$ cat config.mk
export PLATFORM = sky130hd
export DESIGN_NAME = eeprom_guard
export DESIGN_NICKNAME = d
export VERILOG_FILES = /design/src/rtl/eeprom_guard.sv
export SDC_FILE = /design/constraint.sdc
export NUM_CORES = 1
export LEC_CHECK = 0
export BUFFER_PORTS_ARGS = -buffer_cell sky130_fd_sc_hd__buf_2
export CORE_MARGIN = 4
export CORE_UTILIZATION = 55
export CTS_CLUSTER_DIAMETER = 30
export CTS_CLUSTER_SIZE = 30
export DETAILED_ROUTE_END_ITERATION = 6
export HOLD_SLACK_MARGIN = 0.1
export PLACE_DENSITY_LB_ADDON = 0.1
export RECOVER_POWER = 25
export SLEW_MARGIN = 20
export SYNTH_ARGS = -nofsm -noshare
export SYNTH_HDL_FRONTEND = slang
export SYNTH_SLANG_ARGS = --single-unit
export TNS_END_PERCENT = 20
$ cat constraint.sdc
create_clock -name clk -period 3.15 [get_ports clk]
set_clock_uncertainty 0.05 [all_clocks]
set_input_delay 0.945 -clock clk [delete_from_list [all_inputs] [get_ports clk]]
set_output_delay 0.945 -clock clk [all_outputs]
set_load 0.1 [all_outputs]
$ cat src/rtl/eeprom_guard.sv
module eeprom_guard #(
  parameter int ADDR_W      = 9,
  parameter int BUSY_CYCLES = 50000
) (
  input  logic              clk,
  input  logic              rst_n,
  input  logic              cs_n,
  input  logic              wp_n,
  input  logic              en_set,
  input  logic              en_clr,
  input  logic              stat_wr,
  input  logic [1:0]        stat_bp,
  input  logic              commit_req,
  input  logic [ADDR_W-1:0] commit_addr,
  output logic [7:0]        status,
  output logic              wr_permit,
  output logic              commit_pulse,
  output logic [ADDR_W-1:0] commit_addr_o,
  output logic              busy
);
  localparam int CW = $clog2(BUSY_CYCLES + 1);

  logic              wel, cs_q, pend_data, pend_stat, stat_cycle, prot;
  logic [1:0]        level, level_nxt;
  logic [ADDR_W-1:0] pend_addr;
  logic [CW-1:0]     cnt;

  wire sel       = ~cs_n;
  wire cs_rise   = cs_n & ~cs_q;
  wire take_data = sel & commit_req & wr_permit & ~prot & ~pend_stat;
  wire take_stat = sel & stat_wr & wr_permit & ~pend_data;

  always_comb begin
    case (level)
      2'b00:   prot = 1'b0;
      2'b01:   prot = &commit_addr[ADDR_W-1 -: 2];
      2'b10:   prot = commit_addr[ADDR_W-1];
      default: prot = 1'b1;
    endcase
  end

  assign wr_permit = wel & wp_n & ~busy;
  assign status    = busy ? 8'hFF : {4'b0000, level, wel, 1'b0};

  always_ff @(posedge clk or negedge rst_n) begin
    if (!rst_n) begin
      wel           <= 1'b0;
      cs_q          <= 1'b1;
      pend_data     <= 1'b0;
      pend_stat     <= 1'b0;
      stat_cycle    <= 1'b0;
      level         <= 2'b00;
      level_nxt     <= 2'b00;
      pend_addr     <= '0;
      cnt           <= '0;
      busy          <= 1'b0;
      commit_pulse  <= 1'b0;
      commit_addr_o <= '0;
    end else begin
      cs_q         <= cs_n;
      commit_pulse <= 1'b0;
      if (busy) begin
        if (cnt == '0) begin
          busy       <= 1'b0;
          wel        <= 1'b0;
          stat_cycle <= 1'b0;
          if (stat_cycle) level <= level_nxt;
        end else begin
          cnt <= cnt - 1'b1;
        end
      end else begin
        if (sel && en_clr)              wel <= 1'b0;
        else if (sel && en_set && wp_n) wel <= 1'b1;

        if (!wp_n || cs_rise) begin
          pend_data <= 1'b0;
          pend_stat <= 1'b0;
        end else begin
          if (take_data) begin
            pend_data <= 1'b1;
            pend_addr <= commit_addr;
          end
          if (take_stat) begin
            pend_stat <= 1'b1;
            level_nxt <= stat_bp;
          end
        end

        if (cs_rise && wp_n && (pend_data || pend_stat)) begin
          busy       <= 1'b1;
          cnt        <= CW'(BUSY_CYCLES - 1);
          stat_cycle <= pend_stat;
          if (pend_data) begin
            commit_pulse  <= 1'b1;
            commit_addr_o <= pend_addr;
          end
        end
      end
    end
  end
endmodule

==> run metrics, run 1 <==
status=finished, final reports clean; VDD IR max=292 uV; share of post-route cells with drive strength above 1=approximately 35%; vias per cell=5.79; # diodes=0; max cap viols=0; die width=69.9 um; EDFF count, synth=0; clk slew on worst S/H paths=80 ps; startpoint types=primary input; Min Clock Period, post-route=2650 ps; DRT iter0 DRCs=100; Worst Path Arrival=between 1500 and 2000 ps; via count=between 1.5k and 2k; Final Max Slew Viols=0; Pre-antenna DRT Iters=4; Yosys warnings=0; LEAKAGE=about 1.1 nW; # Post-CTS Setup Buffers=0; Final Cell Area=2410 um^2; worst-path fanout max=4; CTS tree=done; Die Y-Extent=69.9 um; Post-Syn Area per Cell=11.5 um^2; routability cong.=about 0.88; period utilization=between 80% and 90%; Worst Hold Class=flop to flop; pin count of the biggest net entering global routing=46; drt drc=0; IO Pins=39; clock root cell=clkbuf_8; Die ar.=4890 um^2; Detail Route Antenna Nets=0; most common cell in the netlist=dfrtp_1; Slew headroom=27.3%; vias in the first global route=approximately 1.6k; sequential area share after synthesis=53.5%; PwrDens=between 400 and 500 nW/um^2; first-pass GRT wire length=7450 um; Setup crit end kind=output pin; initial antenna violation count=0; Main synth FF type=dfrtp_1; Syn Inst Count=184; CORE AREA=approximately 3700 um^2; DP Cell Count=roughly 260; Yosys reg bits=45; Setup TNS=0 ps; top-area cell type share of the netlist area=a little over half; Syn Nets=204; CTS Buffer Depth=2; RSZ-0062 raised after global routing=false; WL/cell=16.0 um; Synth Cell Area=approximately 2100 um^2; Worst Setup Path Type=primary input to output pin; # resized after CTS=0; row count=22; Area growth syn-to-layout=14.3%; CP required=~2200 ps; Yosys cell types=44; final net count=around 240; gr ovfl total=0; Fill cells=approximately 310; Peak Freq=approximately 380 MHz; Finished Layout Cells=271; Worst Tran Pin Value=1090 ps; Placed Area=between 2000 and 2500 um^2; total routed wirelength=between 4000 and 5000 um; final hold vios=0; Initial Utilization=around 57%; Async S/R FF share, synth=100%; CTS H-tree depth=2; IO buf count=38; Clock Latency Late Sink=around 300 ps; detailed-placement wirelength estimate=3230 um; # setup viols final=0; Synth area leader=dfrtp_1; CTS Buf Count=5; ranking of synthesized cells by area=dfrtp_1, mux2_2, o21ai_0, nand2_1, nor2_1; top cells by count, synth=dfrtp_1, mux2_2, nand2_1; clock sink count=45; total track usage=approximately a fifth; Overall Power=just under 1 mW; CTS Hold Buffers Added=0
where the power goes:
| group | switching, mW | internal, mW | leakage [nW] |
|---|---|---|---|
| Clock | 0.208 | 0.162 | 0.0452 |
| Sequential | 0.00467 | 0.582 | 0.562 |
| Combinational | 0.0191 | 0.0125 | 0.503 |
| Total | 0.232 | 0.756 | 1.11 |
worst paths after layout:
kind | startpoint | end | slack [ps] | cells past startpoint
setup / recovery | wp_n | wr_permit | 500 | 3
hold / removal | pend_addr[8] | pend_addr[8] | 460 | 1
setup reg to reg | cnt[0] | cnt[0] | 760 | 6
hold reg to reg | pend_addr[8] | pend_addr[8] | 460 | 1
max in group asynchronous | rst_n | cnt[2] | 1600 | 1
min in group asynchronous | rst_n | commit_addr_o[0] | 780 | 1
critical path, stage by stage:
cell,delay (ps)
buf_2,110
and3b_1,170
buf_2,420
cell usage in the layout, fill, tap and decap left out, drive strengths merged, types with 3 or more instances in the layout:
cell type | synthesis | layout
a21oi | 3 | 3
nand3 | 5 | 5
nor3b | 3 | 3
nand2b | 3 | 3
o41ai | 4 | 4
o21ai | 11 | 11
clkbuf | 3 | 7
nor4 | 4 | 4
o211ai | 3 | 3
nand2 | 13 | 13
dfrtp | 44 | 44
inv | 6 | 8
or4 | 5 | 5
nor3 | 3 | 3
nor2 | 11 | 11
or2 | 4 | 4
buf | 5 | 37
mux2 | 23 | 23
layer usage:
layer	vias to the layer above	share of wire, %	GRT usage, %
met1	761	41	23.1
li1	763	-	-
met4	0	1.4	5.74
met3	6	5.1	4.75
met5	-	0	0
met2	40	53	33.9
area by class of cell:
| type | instances | area [um^2] | share of cell area, % |
|---|---|---|---|
| inverters | 6 | 22.5 | 0.935 |
| clock buffers | 5 | 68.8 | 2.86 |
| flip-flops and latches | 45 | 1130 | 46.8 |
| repair buffers | 39 | 196 | 8.15 |
| multi-input cells | 125 | 910 | 37.7 |
| well taps | 48 | 60.1 | 2.49 |
| clock inverters | 3 | 25.0 | 1.04 |
flip-flops by register name, summed over array words and instances (netlist names):
signal / count
level: 2
commit_pulse: 1
stat_cycle: 1
pend_addr: 9
cs_q: 1
pend_stat: 1
level_nxt: 2
wel: 1
commit_addr_o: 9
pend_data: 1
cnt: 16
busy: 1
through the flow:
step	hold slack [ps]	setup WS [ps]	util (%)
after CTS	462	503	65.4
final	458	502	65.3
after global placement	431	526	62.8
after detailed placement	442	506	62.8
after global routing	477	404	65.3
after floorplan	424	323	-
kinds of logic (layout without fill, tap and decap cells):
logic type | Yosys count | after routing | share of synthesized area (%)
simple gates | 65 | 65 | 18.2
flops | 45 | 45 | 53.5
compound gates | 34 | 34 | 11.2
mux | 25 | 25 | 13.2
buf+inv | 14 | 53 | 3.38
fa+ha+maj | 1 | 1 | 0.593
Note: power is estimated with default switching activity, not from simulation.
==> run 2, diff against run 1 <==
--- a/config.mk
+++ b/config.mk
@@ -7,7 +7,7 @@
 export LEC_CHECK = 0
 export BUFFER_PORTS_ARGS = -buffer_cell sky130_fd_sc_hd__buf_2
 export CORE_MARGIN = 4
-export CORE_UTILIZATION = 55
+export CORE_UTILIZATION = 49
 export CTS_CLUSTER_DIAMETER = 30
 export CTS_CLUSTER_SIZE = 30
 export DETAILED_ROUTE_END_ITERATION = 6
==> constraint.sdc (replaced) <==
create_clock -name clk -period 2.16 [get_ports clk]
set_clock_uncertainty 0.05 [all_clocks]
set_input_delay 0.648 -clock clk [delete_from_list [all_inputs] [get_ports clk]]
set_output_delay 0.648 -clock clk [all_outputs]
set_load 0.1 [all_outputs]
==> run 2 against run 1 <==
Effect of this change: global-route usage shrank 1.3 points; sequential power up 46%; flip-flop and latch count stayed put; wire length increased by 3.1%; first-iteration DRC count is 50% lower; clock-buffer cell count rose by 1; cell count grew 6.3%; sequential share of layout area down 3.0 points; largest power group unchanged; highest routed layer unchanged.
==> run metrics, run 2 (synthesis results as in run 1) <==
status=finished, final reports clean; routability cong.=0.903; CP required=2350 ps; switching share of power=about 23%; max FFs per register=16; # Post-CTS Setup Buffers=0; LEAKAGE=between 1 and 1.5 nW; CTS Hold Buffers Added=0; Psw=approximately 0.32 mW; WL/cell=between 15 and 20 um; CTS H-tree depth=2; # setup viols final=0; Placed Area=around 2500 um^2; Comb pwr share=between 3 and 4%; Int Pwr=about 1.1 mW; Die ar.=5420 um^2; PwrDens=~550 nW/um^2; IO Pins=39; Setup TNS=0 ps; register share of total power=approximately 60%; Final Cell Area=roughly 2600 um^2; most frequent cells in the layout=dfrtp_1, buf_2, mux2_2; row count=23; Worst Hold Class=primary input to asynchronous set/reset pin; Final Max Slew Viols=0; RSZ-0062 raised after global routing=false; Slew headroom=between 40% and 50%; total routed wirelength=between 4000 and 5000 um; CTS tree=done; Clock power frac=around 36%; final net count=257; pin count of the biggest net entering global routing=26; first-pass GRT wire length=about 7600 um; Worst Setup Path Type=flop to flop; gr ovfl total=0; Setup crit end kind=flop; startpoint types=flop; Hold Worst Slack=356 ps; VDD IR max=311 uV; Clock Latency Late Sink=about 300 ps; DRT iter0 DRCs=50; vias per cell=around 5.8; period utilization=97.0%; Worst Path Arrival=around 2300 ps; Min Clock Period, post-route=approximately 2100 ps; IO buf count=38; Area growth syn-to-layout=22.7%; Peak Freq=between 400 and 500 MHz; clock root cell=clkbuf_8; share of post-route cells with drive strength above 1=40.3%; most common cell after layout, fill and taps aside=dfrtp_1; vias in the first global route=about 1.7k; worst-path fanout max=4; clk slew on worst S/H paths=90 ps; Worst Tran Pin Value=800 ps; # diodes=0; die width=between 70 and 80 um; drt drc=0; max cap viols=0; Top Registers=cnt (16), commit_addr_o (9), pend_addr (9); detailed-placement wirelength estimate=approximately 3300 um; final hold vios=0; Fill cells=342; clock sink count=45; CTS Buffer Depth=2; CORE AREA=about 4100 um^2; Initial Utilization=between 50% and 60%; Die Y-Extent=roughly 74 um; total track usage=between 10% and 20%; Detail Route Antenna Nets=0; initial antenna violation count=0; CTS Buf Count=5; via count=around 1.7k; Pre-antenna DRT Iters=4; Most flops, register=cnt
[run 2: cell types whose count changed in the layout (fill, tap and decap cells not counted), sizes merged]
cell | previous run | this run
buf | 37 | 50
clkbuf | 7 | 10
inv | 8 | 6
clkinvlp | 1 | 2
[run 2: power by group through the flow]
stage                     clock (mW)  sequential, mW  combinational (mW)
after detailed placement           0           0.871              0.0557
final                          0.514           0.855              0.0492
after global placement             0           0.871              0.0537
after CTS                      0.530           0.854              0.0557
after global routing           0.565           0.856              0.0569
after floorplan                    0           0.871              0.0113
[run 2: final timing paths]
| check | startpoint | to | slack, ps | depth (start not counted) |
|---|---|---|---|---|
| min in group clk | cs_n | cs_q | 440 | 1 |
| setup / recovery | cnt[6] | cnt[15] | 60 | 4 |
| hold / removal | rst_n | cnt[11] | 360 | 1 |
| setup reg to reg | cnt[6] | cnt[15] | 60 | 4 |
| max in group asynchronous | rst_n | pend_addr[1] | 620 | 2 |
| hold reg to reg | commit_addr_o[4] | commit_addr_o[4] | 450 | 1 |
[run 2: timing repair]
item	4_1_cts	5_1_grt
gates resized for setup	5	7
pin swaps	0	1
setup endpoints to repair	5	8
[run 2: area by class of cell]
class | instances | area [um^2] | area share (%)
clock buffer | 6 | 72.6 | 2.81
clock inverter | 2 | 15.0 | 0.581
inverter | 6 | 22.5 | 0.871
multi-input combinational | 125 | 947 | 36.6
sequential | 45 | 1130 | 43.7
tap | 50 | 62.6 | 2.42
timing repair buffer | 54 | 335 | 13.0
[run 2: critical path, stage by stage (launching register included)]
cell	delay (ps)
dfrtp_1	390
or4_4	540
or4_4	440
or4b_1	520
nand3_1	90
[run 2: stage by stage]
stage	setup WS, ps	utilization, %	total power [mW]	std cells
3_3_place_gp	87.2	60.3	0.925	280
4_1_cts	-6.88	63.0	1.44	288
5_1_grt	20.5	63.3	1.48	288
3_5_place_dp	-29.8	60.3	0.927	280
2_1_floorplan	17.0	-	0.882	184
6_report	63.8	63.3	1.42	288
[run 2: metal layers]
metal  wire [um]  up-vias  track usage [%]
li1            -      785                -
met1        2050      846             23.6
met2        2160       37             29.4
met3         212        8             3.69
met4          51        0             6.04
met5           0        -                0
==> run 3, diff against run 2 <==
--- a/config.mk
+++ b/config.mk
@@ -5,16 +5,17 @@
 export SDC_FILE = /design/constraint.sdc
 export NUM_CORES = 1
 export LEC_CHECK = 0
+export ABC_AREA = 1
 export BUFFER_PORTS_ARGS = -buffer_cell sky130_fd_sc_hd__buf_2
 export CORE_MARGIN = 4
-export CORE_UTILIZATION = 49
+export CORE_UTILIZATION = 50
 export CTS_CLUSTER_DIAMETER = 30
 export CTS_CLUSTER_SIZE = 30
 export DETAILED_ROUTE_END_ITERATION = 6
 export HOLD_SLACK_MARGIN = 0.1
 export PLACE_DENSITY_LB_ADDON = 0.1
 export RECOVER_POWER = 25
-export SLEW_MARGIN = 20
+export SLEW_MARGIN = 40
 export SYNTH_ARGS = -nofsm -noshare
 export SYNTH_HDL_FRONTEND = slang
 export SYNTH_SLANG_ARGS = --single-unit
==> run 3 against run 2 <==
Effect of this change: utilization grew 1.1 points; area after synthesis grew 13%; via count grew 13%; cell count grew 35%; die area grew 9.3%; first-iteration DRC count grew 58%; hold slack gained 28 ps; critical path type is now flop to output pin; largest cell class unchanged; largest power group unchanged.
==> run metrics, run 3 <==
status=finished, final reports clean; initial antenna violation count=0; Int Pwr=approximately 1.3 mW; Comb pwr share=between 3 and 4%; met3 WL post-DR=approximately 190 um; Worst Tran Pin Value=between 900 and 1000 ps; register share of total power=about 50%; Worst Hold Class=primary input to flop; vias in the first global route=about 1.9k; CP required=~1500 ps; total routed wirelength=~4700 um; die width=around 77 um; CTS Buffer Depth=2; final hold vios=0; CP startpoint=busy; Max Used Layer=met4; Psw=around 0.32 mW; # setup viols final=0; FF-to-FF Start=cnt[0]; CTS Buf Count=5; IO Pins=39; pin count of the biggest net entering global routing=20; Place WS=192 ps; period utilization=a little over nine tenths; routability cong.=0.802; Main synth FF type=dfrtp_1; row count=24; Setup crit end kind=output pin; first-pass GRT wire length=between 8000 and 9000 um; Synth area leader=dfrtp_1; LEAKAGE=approximately 1.5 nW; Synth Cell Area=~2400 um^2; CTS Hold Buffers Added=0; Clock power frac=between 40% and 50%; Clock Latency Late Sink=slightly below 300 ps; Yosys warnings=0; clk slew on worst S/H paths=about 80 ps; EDFF count, synth=0; Placed Area=approximately 2700 um^2; # diodes=0; Die Y-Extent=roughly 77 um; ranking of synthesized cells by area=dfrtp_1, nand2_1, inv_1, nor2_1, nand3_1; share of post-route cells with drive strength above 1=a little under a quarter; Peak Freq=around 490 MHz; vias per cell=4.88; PwrDens=571 nW/um^2; clock root cell=clkbuf_8; CORE AREA=between 4000 and 5000 um^2; top cells by count, synth=nand2_1, dfrtp_1, inv_1; VDD IR max=332 uV; via count=approximately 1.9k; Async S/R FF share, synth=100%; most common cell after layout, fill and taps aside=nand2_1; clock sink count=45; final net count=roughly 360; RSZ-0062 raised after global routing=false; Area growth syn-to-layout=21.2%; Initial Utilization=between 50% and 60%; Syn Nets=316; Most flops, register=cnt; Slew headroom=a little over a third; Overall Power=approximately 1.6 mW; Post-Syn Area per Cell=roughly 8.0 um^2; met2 routed WL=about 2200 um; Pre-antenna DRT Iters=4; sequential area share after synthesis=between 40 and 50%; Syn Inst Count=296; Worst Setup Path Type=flop to output pin; Setup WS post-layout=approximately 100 ps; switching share of power=between 15 and 20%; most frequent cells in the layout=nand2_1, dfrtp_1, inv_1; Yosys reg bits=45; Min Clock Period, post-route=2060 ps; Die ar.=approximately 6000 um^2; wl on met1=approximately 2200 um; Worst Path Arrival=approximately 1400 ps; gr ovfl total=0; max FFs per register=16; Hold Crit Start=cs_n; Final Max Slew Viols=0; top-area cell type share of the netlist area=46.3%; startpoint types=flop; Top Registers=cnt (16), commit_addr_o (9), pend_addr (9); DRT iter0 DRCs=just under 80; max cap viols=0; worst-path fanout max=9; IO buf count=38; Detail Route Antenna Nets=0; detailed-placement wirelength estimate=between 3000 and 4000 um; CTS tree=done; CTS H-tree depth=2; total track usage=17.6%; Final Cell Area=about 2900 um^2; WL/cell=~12 um; drt drc=0; Yosys cell types=28; most common cell in the netlist=nand2_1
[run 3: changes by cell type in the layout (fill, tap and decap cells not counted), sizes merged, moves of 9 or more]
cell | previous run | this run
nand2 | 13 | 98
inv | 6 | 33
nand3 | 5 | 21
o21ai | 11 | 32
buf | 50 | 41
mux2 | 23 | 0
nor2 | 11 | 35
[run 3: stage by stage]
step / TNS, ps / hold slack [ps] / cells / util [%]
6_report: 0 / 385 / 388 / 64.3
3_5_place_dp: 0 / 412 / 377 / 60.6
5_1_grt: 0 / 384 / 388 / 64.3
2_1_floorplan: -511 / 302 / 296 / -
3_3_place_gp: 0 / 407 / 377 / 60.6
4_1_cts: 0 / 224 / 385 / 63.7
[run 3: final cells by class]
type | instances | area, um^2
fillers | 412 | 1600
clock buffers | 5 | 68.8
multi-input cells | 205 | 1020
inverters | 34 | 134
flip-flops and latches | 45 | 1130
well taps | 52 | 65.1
clock inverters | 3 | 65.1
repair buffers | 44 | 392
[run 3: what timing repair did]
action,CTS,global route
gates resized for setup,2,0
endpoints found under the setup margin,1,1
setup buffers,0,3
[run 3: critical path, cell delays in order (launching register included)]
cell        delay [ps]
dfrtp_4            540
inv_4              140
nand3_2            110
clkinvlp_4         110
buf_12             170
[run 3: power by group through the flow]
stage	Clock (mW)	Combinational [mW]	Sequential [mW]
2_1_floorplan	0	0.0166	0.863
3_3_place_gp	0	0.0554	0.863
3_5_place_dp	0	0.0558	0.863
4_1_cts	0.771	0.0563	0.846
5_1_grt	0.803	0.0637	0.846
6_report	0.745	0.0526	0.846
[run 3: kinds of logic after synthesis]
logic type / Yosys count / synth area share [%]
compound gates: 40 / 11.1
buf+inv: 46 / 9.48
fa+ha+maj: 1 / 0.527
flops: 45 / 47.4
simple gates: 159 / 29.6
xor+xnor: 5 / 1.84
[run 3: worst paths after layout]
| check | endpoint | slack, ps | cells after the start |
|---|---|---|---|
| worst max-delay path | wr_permit | 100 | 4 |
| worst min-delay path | cs_q | 380 | 1 |
| worst max register to register | cnt[12] | 290 | 7 |
| worst min register to register | commit_addr_o[2] | 430 | 2 |
| max in group asynchronous | cnt[0] | 490 | 2 |
| min in group asynchronous | cnt[2] | 430 | 1 |
[run 3: layer usage]
| metal | vias to the layer above | GRT usage [%] |
|---|---|---|
| li1 | 1004 | - |
| met1 | 852 | 23.6 |
| met2 | 34 | 28.0 |
| met3 | 5 | 4.22 |
| met4 | 0 | 5.98 |
| met5 | - | 0 |
